**src/rtl/pin_evt_pkg.sv**
```systemverilog
package pin_evt_pkg;

  typedef enum logic [3:0] {
    EV_OFF   = 4'h0,
    DMA_RISE = 4'h1,
    DMA_FALL = 4'h2,
    DMA_BOTH = 4'h3,
    EV_RSV4  = 4'h4,
    FLG_RISE = 4'h5,
    FLG_FALL = 4'h6,
    FLG_BOTH = 4'h7,
    IRQ_LOW  = 4'h8,
    IRQ_RISE = 4'h9,
    IRQ_FALL = 4'hA,
    IRQ_BOTH = 4'hB,
    IRQ_HIGH = 4'hC,
    TRG_HIGH = 4'hD,
    TRG_LOW  = 4'hE,
    EV_RSVF  = 4'hF
  } evt_code_e;

  localparam int CODE_W = 4;

  function automatic logic code_is_dma(input logic [3:0] c);
    return (c >= 4'h1) && (c <= 4'h3);
  endfunction

  function automatic logic code_is_irq(input logic [3:0] c);
    return (c >= 4'h8) && (c <= 4'hC);
  endfunction

  function automatic logic code_is_trig(input logic [3:0] c);
    return (c == 4'hD) || (c == 4'hE);
  endfunction

  function automatic logic code_can_flag(input logic [3:0] c);
    return (c != 4'h0) && (c != 4'h4) && (c < 4'hD);
  endfunction

endpackage

```
**src/rtl/pin_sync.sv**
```systemverilog
module pin_sync #(
  parameter int NPIN   = 32,
  parameter int STAGES = 2
) (
  input  logic            clk,
  input  logic            rst,
  input  logic [NPIN-1:0] pin_i,
  output logic [NPIN-1:0] lvl_o,
  output logic [NPIN-1:0] prv_o
);
  logic [NPIN-1:0] chain_q [STAGES];
  logic [NPIN-1:0] prv_q;

  for (genvar s = 0; s < STAGES; s++) begin : g_stage
    if (s == 0) begin : g_first
      always_ff @(posedge clk) begin
        if (rst) chain_q[0] <= '0;
        else     chain_q[0] <= pin_i;
      end
    end else begin : g_rest
      always_ff @(posedge clk) begin
        if (rst) chain_q[s] <= '0;
        else     chain_q[s] <= chain_q[s-1];
      end
    end
  end

  // previous synchronized value always tracks, independent of any code
  always_ff @(posedge clk) begin
    if (rst) prv_q <= '0;
    else     prv_q <= chain_q[STAGES-1];
  end

  assign lvl_o = chain_q[STAGES-1];
  assign prv_o = prv_q;
endmodule

```
**src/rtl/cfg_bank.sv**
```systemverilog
module cfg_bank
  import pin_evt_pkg::*;
#(
  parameter int NPIN     = 32,
  parameter int DATA_W   = 32,
  parameter int CODE_LSB = 16
) (
  input  logic                         clk,
  input  logic                         rst,
  input  logic                         we_lo,
  input  logic                         we_hi,
  input  logic [DATA_W-1:0]            wdata,
  output logic [NPIN-1:0][CODE_W-1:0]  code_o
);
  localparam int HALF = NPIN / 2;

  logic [CODE_W-1:0] new_code;
  assign new_code = wdata[CODE_LSB +: CODE_W];

  for (genvar g = 0; g < NPIN; g++) begin : g_pin
    localparam int IDX = g % HALF;
    logic sel;
    if (g < HALF) begin : g_lo
      assign sel = we_lo && wdata[IDX];
    end else begin : g_hi
      assign sel = we_hi && wdata[IDX];
    end
    always_ff @(posedge clk) begin
      if (rst)      code_o[g] <= '0;
      else if (sel) code_o[g] <= new_code;
    end
  end
endmodule

```
**src/rtl/evt_detect.sv**
```systemverilog
module evt_detect
  import pin_evt_pkg::*;
#(
  parameter int NPIN = 32
) (
  input  logic [NPIN-1:0]              lvl,
  input  logic [NPIN-1:0]              prv,
  input  logic [NPIN-1:0][CODE_W-1:0]  code,
  output logic [NPIN-1:0]              edge_hit,
  output logic [NPIN-1:0]              level_hit,
  output logic [NPIN-1:0]              dma_pin,
  output logic [NPIN-1:0]              irq_pin,
  output logic [NPIN-1:0]              trig_d
);
  for (genvar g = 0; g < NPIN; g++) begin : g_pin
    logic rise, fall;
    assign rise = lvl[g] & ~prv[g];
    assign fall = ~lvl[g] & prv[g];

    always_comb begin
      edge_hit[g]  = 1'b0;
      level_hit[g] = 1'b0;
      trig_d[g]    = 1'b0;
      case (evt_code_e'(code[g]))
        DMA_RISE, FLG_RISE, IRQ_RISE: edge_hit[g] = rise;
        DMA_FALL, FLG_FALL, IRQ_FALL: edge_hit[g] = fall;
        DMA_BOTH, FLG_BOTH, IRQ_BOTH: edge_hit[g] = rise | fall;
        IRQ_LOW:                      level_hit[g] = ~lvl[g];
        IRQ_HIGH:                     level_hit[g] = lvl[g];
        TRG_HIGH:                     trig_d[g] = lvl[g];
        TRG_LOW:                      trig_d[g] = ~lvl[g];
        default: ;
      endcase
    end

    assign dma_pin[g] = code_is_dma(code[g]);
    assign irq_pin[g] = code_is_irq(code[g]);
  end
endmodule

```
**src/rtl/flag_bank.sv**
```systemverilog
module flag_bank #(
  parameter int NPIN = 32
) (
  input  logic            clk,
  input  logic            rst,
  input  logic [NPIN-1:0] edge_hit,
  input  logic [NPIN-1:0] level_hit,
  input  logic [NPIN-1:0] dma_pin,
  input  logic [NPIN-1:0] irq_pin,
  input  logic            wr,
  input  logic [NPIN-1:0] wdata,
  input  logic [NPIN-1:0] dma_done,
  output logic [NPIN-1:0] flag_o,
  output logic            irq_o,
  output logic            dma_req_o
);
  logic [NPIN-1:0] sw_clr, clr, flag_d, flag_q;
  logic            irq_q, dma_q;

  assign sw_clr = wr ? wdata : '0;
  assign clr    = sw_clr | (dma_done & dma_pin);
  // a new edge wins over a clear; a held level returns one cycle after its clear
  assign flag_d = (flag_q & ~clr) | edge_hit | (level_hit & ~sw_clr);

  always_ff @(posedge clk) begin
    if (rst) begin
      flag_q <= '0;
      irq_q  <= 1'b0;
      dma_q  <= 1'b0;
    end else begin
      flag_q <= flag_d;
      irq_q  <= |(flag_q & irq_pin);
      dma_q  <= |(flag_q & dma_pin);
    end
  end

  assign flag_o    = flag_q;
  assign irq_o     = irq_q;
  assign dma_req_o = dma_q;
endmodule

```
**src/rtl/pin_evt_ctrl.sv**
```systemverilog
module pin_evt_ctrl
  import pin_evt_pkg::*;
#(
  parameter int NPIN     = 32,
  parameter int DATA_W   = 32,
  parameter int CODE_LSB = 16,
  parameter int STAGES   = 2
) (
  input  logic              clk,
  input  logic              rst,
  input  logic [NPIN-1:0]   pin_i,
  input  logic              cfg_we_lo,
  input  logic              cfg_we_hi,
  input  logic [DATA_W-1:0] cfg_wdata,
  input  logic              flag_wr,
  input  logic [NPIN-1:0]   flag_wdata,
  input  logic [NPIN-1:0]   dma_done_i,
  output logic [NPIN-1:0]   flag_o,
  output logic              irq_o,
  output logic              dma_req_o,
  output logic [NPIN-1:0]   trig_o
);
  logic [NPIN-1:0]             lvl, prv;
  logic [NPIN-1:0][CODE_W-1:0] code_q;
  logic [NPIN-1:0]             edge_hit, level_hit, dma_pin, irq_pin, trig_d;
  logic [NPIN-1:0]             trig_q;

  pin_sync #(.NPIN(NPIN), .STAGES(STAGES)) u_sync (
    .clk(clk), .rst(rst), .pin_i(pin_i), .lvl_o(lvl), .prv_o(prv)
  );

  cfg_bank #(.NPIN(NPIN), .DATA_W(DATA_W), .CODE_LSB(CODE_LSB)) u_cfg (
    .clk(clk), .rst(rst), .we_lo(cfg_we_lo), .we_hi(cfg_we_hi),
    .wdata(cfg_wdata), .code_o(code_q)
  );

  evt_detect #(.NPIN(NPIN)) u_det (
    .lvl(lvl), .prv(prv), .code(code_q), .edge_hit(edge_hit),
    .level_hit(level_hit), .dma_pin(dma_pin), .irq_pin(irq_pin), .trig_d(trig_d)
  );

  flag_bank #(.NPIN(NPIN)) u_flag (
    .clk(clk), .rst(rst), .edge_hit(edge_hit), .level_hit(level_hit),
    .dma_pin(dma_pin), .irq_pin(irq_pin), .wr(flag_wr), .wdata(flag_wdata),
    .dma_done(dma_done_i), .flag_o(flag_o), .irq_o(irq_o), .dma_req_o(dma_req_o)
  );

  always_ff @(posedge clk) begin
    if (rst) trig_q <= '0;
    else     trig_q <= trig_d;
  end
  assign trig_o = trig_q;
endmodule

```
**config.mk**
```make
export PLATFORM = sky130hd
export DESIGN_NAME = pin_evt_ctrl
export DESIGN_NICKNAME = d
export VERILOG_FILES = /design/src/rtl/pin_evt_pkg.sv /design/src/rtl/pin_sync.sv /design/src/rtl/cfg_bank.sv /design/src/rtl/evt_detect.sv /design/src/rtl/flag_bank.sv /design/src/rtl/pin_evt_ctrl.sv
export SDC_FILE = /design/constraint.sdc
export NUM_CORES = 1
export LEC_CHECK = 0
export ABC_AREA = 1
export ABC_CLOCK_PERIOD_IN_PS = 4000
export BUFFER_PORTS_ARGS = -buffer_cell sky130_fd_sc_hd__buf_2
export CELL_PAD_IN_SITES_DETAIL_PLACEMENT = 1
export CELL_PAD_IN_SITES_GLOBAL_PLACEMENT = 1
export CORE_AREA = 3 3 165 199
export DETAILED_ROUTE_END_ITERATION = 8
export DIE_AREA = 0 0 168 202
export HOLD_SLACK_MARGIN = 0.1
export PLACE_DENSITY_LB_ADDON = 0.05
export SYNTH_ARGS = -nofsm -noshare
export SYNTH_HDL_FRONTEND = slang
export SYNTH_SLANG_ARGS = --single-unit
```
**constraint.sdc**
```tcl
create_clock -name clk -period 4 [get_ports clk]
set_clock_uncertainty 0.2 [all_clocks]
set_input_delay 1 -clock clk [delete_from_list [all_inputs] [get_ports clk]]
set_output_delay 1 -clock clk [all_outputs]
set_load 0.005 [all_outputs]
```
# --- After elaboration in Yosys (flattened, before gate mapping) ---
# Memory sizes are Yosys's and may differ from the RTL's.
# Cells that the tools add are included.
totals:
  n_memories: 1
  ram_bits: 64
  output_inout_bits: 66
  word_cells: 1050
  register_bits: 226
  in_bits: 133
mem_list:
  columns: ["memory", "depth", "width", "read_ports", "rd_ports_with_merged_regs", "write_ports", "line_no", "rtl"]
  rows:
  - ["u_sync.chain_q", 2, 32, 2, 0, 2, "pin_sync.sv:11", "logic [NPIN-1:0] chain_q [STAGES];"]
op_classes:
  bitwise_logic: 172
  magnitude_cmp: 128
  reduce_logical: 194
  eq_ne: 416
  n_mux: 102
op_table:
  columns: ["operator", "n"]
  rows:
  - ["$eq 4x4->1 const B", 224]
  - ["$eq 4x3->1 const B", 96]
  - ["$reduce_or 3->1", 96]
  - ["$eq 4x2->1 const B", 64]
  - ["$and 32x32->32", 5]
  - ["$eq 4x1->1 const B", 32]
  - ["$ge 4x1->1 const B", 32]
  - ["$ge 4x4->1 const B", 32]
  - ["$le 4x2->1 const B", 32]
  - ["$le 4x4->1 const B", 32]
  - ["$pmux 1 s2", 64]
  - ["$logic_and 1x1->1", 96]
  - ["$mux 32", 3]
  - ["$or 32x32->32", 3]
  - ["$pmux 1 s3", 32]
  - ["$and 1x1->1", 64]
  - ["$not 1->1", 64]
  - ["$not 32->32", 2]
  - ["$reduce_or 32->1", 2]
  - ["$or 1x1->1", 34]
  - ["$mux 1", 3]

# --- Logic depth before layout (Yosys ltp) ---
depth:
  word_depth: 8
  ltp_mapped: 9
  ltp_nobuf: 9

# --- Modules after synthesis ---
# A second synthesis with hierarchy kept.
unflattened:
  cells_unflattened: 2388
  hier_area_um2: 15710.1
modules_own_cells:
  columns: ["mod", "cells_per_inst", "instances", "seq_area_each_um2", "area_each_um2"]
  rows:
  - ["cfg_bank", 831, 1, 2562.5, 5410.2]
  - ["evt_detect", 832, 1, 0.0, 4644.5]
  - ["pin_sync", 299, 1, 1921.8, 2813.9]
  - ["flag_bank", 327, 1, 680.7, 1926.8]
  - ["pin_evt_ctrl", 99, 1, 640.6, 914.6]

# --- Least setup slack after synthesis ---
# No wires, ideal clock.
synth_path:
  path_type: "input-to-reg"
  from: "input port cfg_we_lo"
  to: "register u_cfg.code_o[34] (netlist name)"
  slack_ns: 2.098
  setup_time_ns: 0.116
  n_path_buf: 2
  arrival_time_ns: 1.586
  t_required_ns: 3.684
  stages: 6
  cell_sequence: "buf_4 buf_6 nand2_1 inv_1 nor2_1 nor2_1"
synth_via:
  elab_chain_cells: 1
synth_rtl:
  columns: ["element", "line_no", "rtl"]
  rows:
  - ["start: declaration", "pin_evt_ctrl.sv:12", "input logic cfg_we_lo,"]
  - ["$logic_and 1x1->1", "cfg_bank.sv:24", "assign sel = we_lo && wdata[IDX];"]
  - ["end signal: indexed assignment", "cfg_bank.sv:30", "else if (sel) code_o[g] <= new_code;"]
  - ["end: declaration", "cfg_bank.sv:13", "output logic [NPIN-1:0][CODE_W-1:0] code_o"]
# No other way between the ends.
# A chain may end at the register's enable or synchronous reset.

# --- Final worst setup path ---
layout_path:
  from: "register u_flag.flag_q[13], in the netlist u_flag.flag_o[13]"
  to: "output port flag_o[13]"
layout_rtl:
  columns: ["element", "line_no", "rtl"]
  rows:
  - ["start: declaration", "flag_bank.sv:17", "logic [NPIN-1:0] sw_clr, clr, flag_d, flag_q;"]
  - ["start signal: assignment", "flag_bank.sv:31", "flag_q <= flag_d;"]
  - ["end: declaration", "pin_evt_ctrl.sv:18", "output logic [NPIN-1:0] flag_o,"]
# No word-level cell between the ends.

==> results.json <==
{
  "syn_to_final_growth_pct": 17.1,
  "dp.cells": 2493,
  "synth_common_cells": "339 x nand2_1, 325 x nor2_1, 290 x dfxtp_1",
  "status": "finished, final reports clean",
  "worstMarginPinSlew_ps": 945,
  "leakage_uw": 0.00770,
  "grt_pass1_wl_um": 66600,
  "syn_nets": 2148,
  "period_needed_ps": 2280,
  "nNetsFinal": 2326,
  "grt_max_degree": 135,
  "synth-warning-count": 0,
  "start_util_pct": 43.7,
  "synthXorXnorAreaFrac_pct": 0,
  "htreeDepth": 2,
  "fin_area_um2": 15900,
  "port_buffers": 186,
  "routed_wl_um": 40800,
  "synthMuxAreaShare_pct": 0,
  "initialDrtViolationCount": 552,
  "worst_ep_arrival_time_ps": 1080,
  "max_cap_violations": 0,
  "crit_path_top_delay_cell": "dfxtp_1",
  "crit_buf_inv": 1,
  "fin_crit_sh_pct": 56.9,
  "clk_latency_ps": 510,
  "yosysMostFrequentCell": "nand2_1",
  "synthAdderAreaFrac_pct": 5.88,
  "r2r_cells": 9,
  "cp-start-kind": "flip-flop",
  "critPathKind": "reg2out",
  "diodes": 0,
  "drive_above_1_share_pct": 13.2,
  "yosys.area.top_type": "dfxtp_1",
  "ys.flop_type": "dfxtp_1",
  "cts_tree": "yes",
  "dp_hpwl_um": 28400,
  "numCtsBuffers": 35,
  "power_uw": 7110,
  "p_int_uw": 5250,
  "via_per_inst": 5.19,
  "synth_top_area_share_pct": 42.6,
  "postCtsHoldBufs": 0,
  "synth-edff-count": 0,
  "final_cells": 2551,
  "synth_seq_area_share_pct": 42.6,
  "path_max_fanout": 4,
  "dieWidth_um": 168,
  "cts_root_buf": "clkbuf_16",
  "netSwitchingPower_uw": 1860,
  "p_comb_share_pct": 10.8,
  "p_sw_share_pct": 26.1,
  "clockBufferDepth": 3,
  "drc_errors": 0,
  "dieHeight_um": 202,
  "cp.depth": 1,
  "multiInputGateArea_um2": 6440,
  "antenna_found_initial": 5,
  "rows": 71,
  "hold_class": "reg2reg",
  "worstPathCellList": "buf_2",
  "path_delay_family": "flip-flops",
  "syn_inst": 1951,
  "io_pins": 199,
  "holdWs_ps": 203,
  "maxSlewViolCount": 0,
  "setup_violations": 0,
  "postCtsSetupRepairBufs": 0,
  "max_freq_mhz": 439,
  "synth_area_leaders": "dfxtp_1 43%, nand2_1 9.3%, nor2_1 9.0%",
  "num_vias": 13200,
  "cts_resized": 0,
  "area.sequential_um2": 5810,
  "grt_overflow": 0,
  "synth_top_family_by_area": "simple AND/OR/NAND/NOR gates",
  "hold_viol_final": 0,
  "wl_per_cell_um": 16.0,
  "ys_types": 21,
  "cts_sinks": 290,
  "synth_area_per_cell_um2": 6.98,
  "drt-pass1-iter-count": 5,
  "synthSimpleGateAreaFrac_pct": 29.9,
  "seqPwrFrac_pct": 44.6,
  "synth_compound_area_share_pct": 11.5,
  "synth.cell_area_um2": 13600,
  "core_area_um2": 31200,
  "required_ps": 2800,
  "fillCellCount": 4137,
  "ir_drop_v": 0.000297,
  "rsz0062_at_grt": "false",
  "post_dp_cell_area_um2": 14800,
  "antenna_left": 0,
  "timing.setup.tns_ps": 0,
  "ys_ff_latch": 290,
  "slowest_delay_ps": 410,
  "slew_headroom_pct": 37.0,
  "grt_usage_pct": 23.6,
  "end_kind": "output pin",
  "clock_power_share_pct": 44.6,
  "synth-async-reset-ratio_pct": 0,
  "gp_congestion": 0.823,
  "die_area_um2": 33900,
  "grt_pass1_vias": 13600,
  "min_path_cells": 2,
  "power_density_nw_per_um2": 446,
  "clkTransAtPathRegs_ps": 60
}
## registers in the layout (all words and copies together) (netlist names)
name,count
u_flag.dma_req_o,1
u_cfg.code_o,128
u_flag.irq_o,1
u_flag.flag_o,32
u_sync.chain_q,64
u_sync.prv_o,32
trig_o,32
## layout by cell type, fill, tap and decap left out, drive strengths merged
| cell | netlist | routed |
|---|---|---|
| clkinvlp | 0 | 1 |
| nand3 | 177 | 177 |
| clkbuf | 15 | 52 |
| o21ai | 164 | 164 |
| clkinv | 0 | 2 |
| nor2 | 327 | 327 |
| inv | 283 | 283 |
| o22ai | 26 | 26 |
| dfxtp | 290 | 290 |
| nand2 | 364 | 364 |
| bufinv | 0 | 3 |
| o21bai | 5 | 5 |
| nor3 | 31 | 31 |
| buf | 36 | 192 |
| nand4 | 27 | 27 |
| a21oi | 110 | 110 |
| nor4 | 32 | 32 |
| ha | 64 | 64 |
## per-layer routing
layer  GRT usage (%)  up-vias  part of all wire, %
met4            5.55       10                  1.7
met3            4.13       64                  4.1
met2            42.8      207                   49
met1            29.1     6316                   45
li1                -     6630                    -
met5               0        -                 0.14
## logic make-up (layout without fill, tap and decap cells)
kind of cell / after synthesis / count (layout)
AOI/OAI and AO/OA: 305 / 305
adders and majority gates: 64 / 64
buffers and inverters: 334 / 533
DFF: 290 / 290
and+or+nand+nor: 958 / 958
## final cells by class
cell class | instances | area share, %
Tap cell | 401 | 3.15
Clock inverter | 6 | 0.675
Inverter | 283 | 6.68
Sequential cell | 290 | 36.4
Clock buffer | 52 | 6.41
Multi-Input combinational cell | 1327 | 40.4
Timing Repair Buffer | 192 | 6.29
## stage by stage
stage / worst slack [ps] / util [%]
final: 1720 / 51.1
after global routing: 1680 / 51.1
after floorplan: 2100 / -
after global placement: 1360 / 47.5
after detailed placement: 1330 / 47.5
after CTS: 1710 / 51.1
## power by group through the flow
| stage | registers, uW | clock network (uW) | logic, uW |
|---|---|---|---|
| 2_1_floorplan | 3200 | 0 | 511 |
| 3_3_place_gp | 3230 | 0 | 737 |
| 3_5_place_dp | 3230 | 0 | 769 |
| 4_1_cts | 3170 | 3250 | 778 |
| 5_1_grt | 3190 | 3370 | 887 |
| 6_report | 3170 | 3170 | 770 |
## worst paths after layout
check | from | to | slack [ps]
worst max-delay path | u_flag.flag_o[13]$_SDFF_PP0_ | flag_o[13] | 1720
worst min-delay path | u_sync.chain_q[0][25]$_SDFF_PP0_ | u_sync.chain_q[1][25]$_SDFF_PP0_ | 200
worst max register to register | u_cfg.code_o[4]$_SDFFE_PP0P_ | u_flag.irq_o$_SDFF_PP0_ | 2310
worst min register to register | u_sync.chain_q[0][25]$_SDFF_PP0_ | u_sync.chain_q[1][25]$_SDFF_PP0_ | 200
Power figures use the tool's default switching activity.
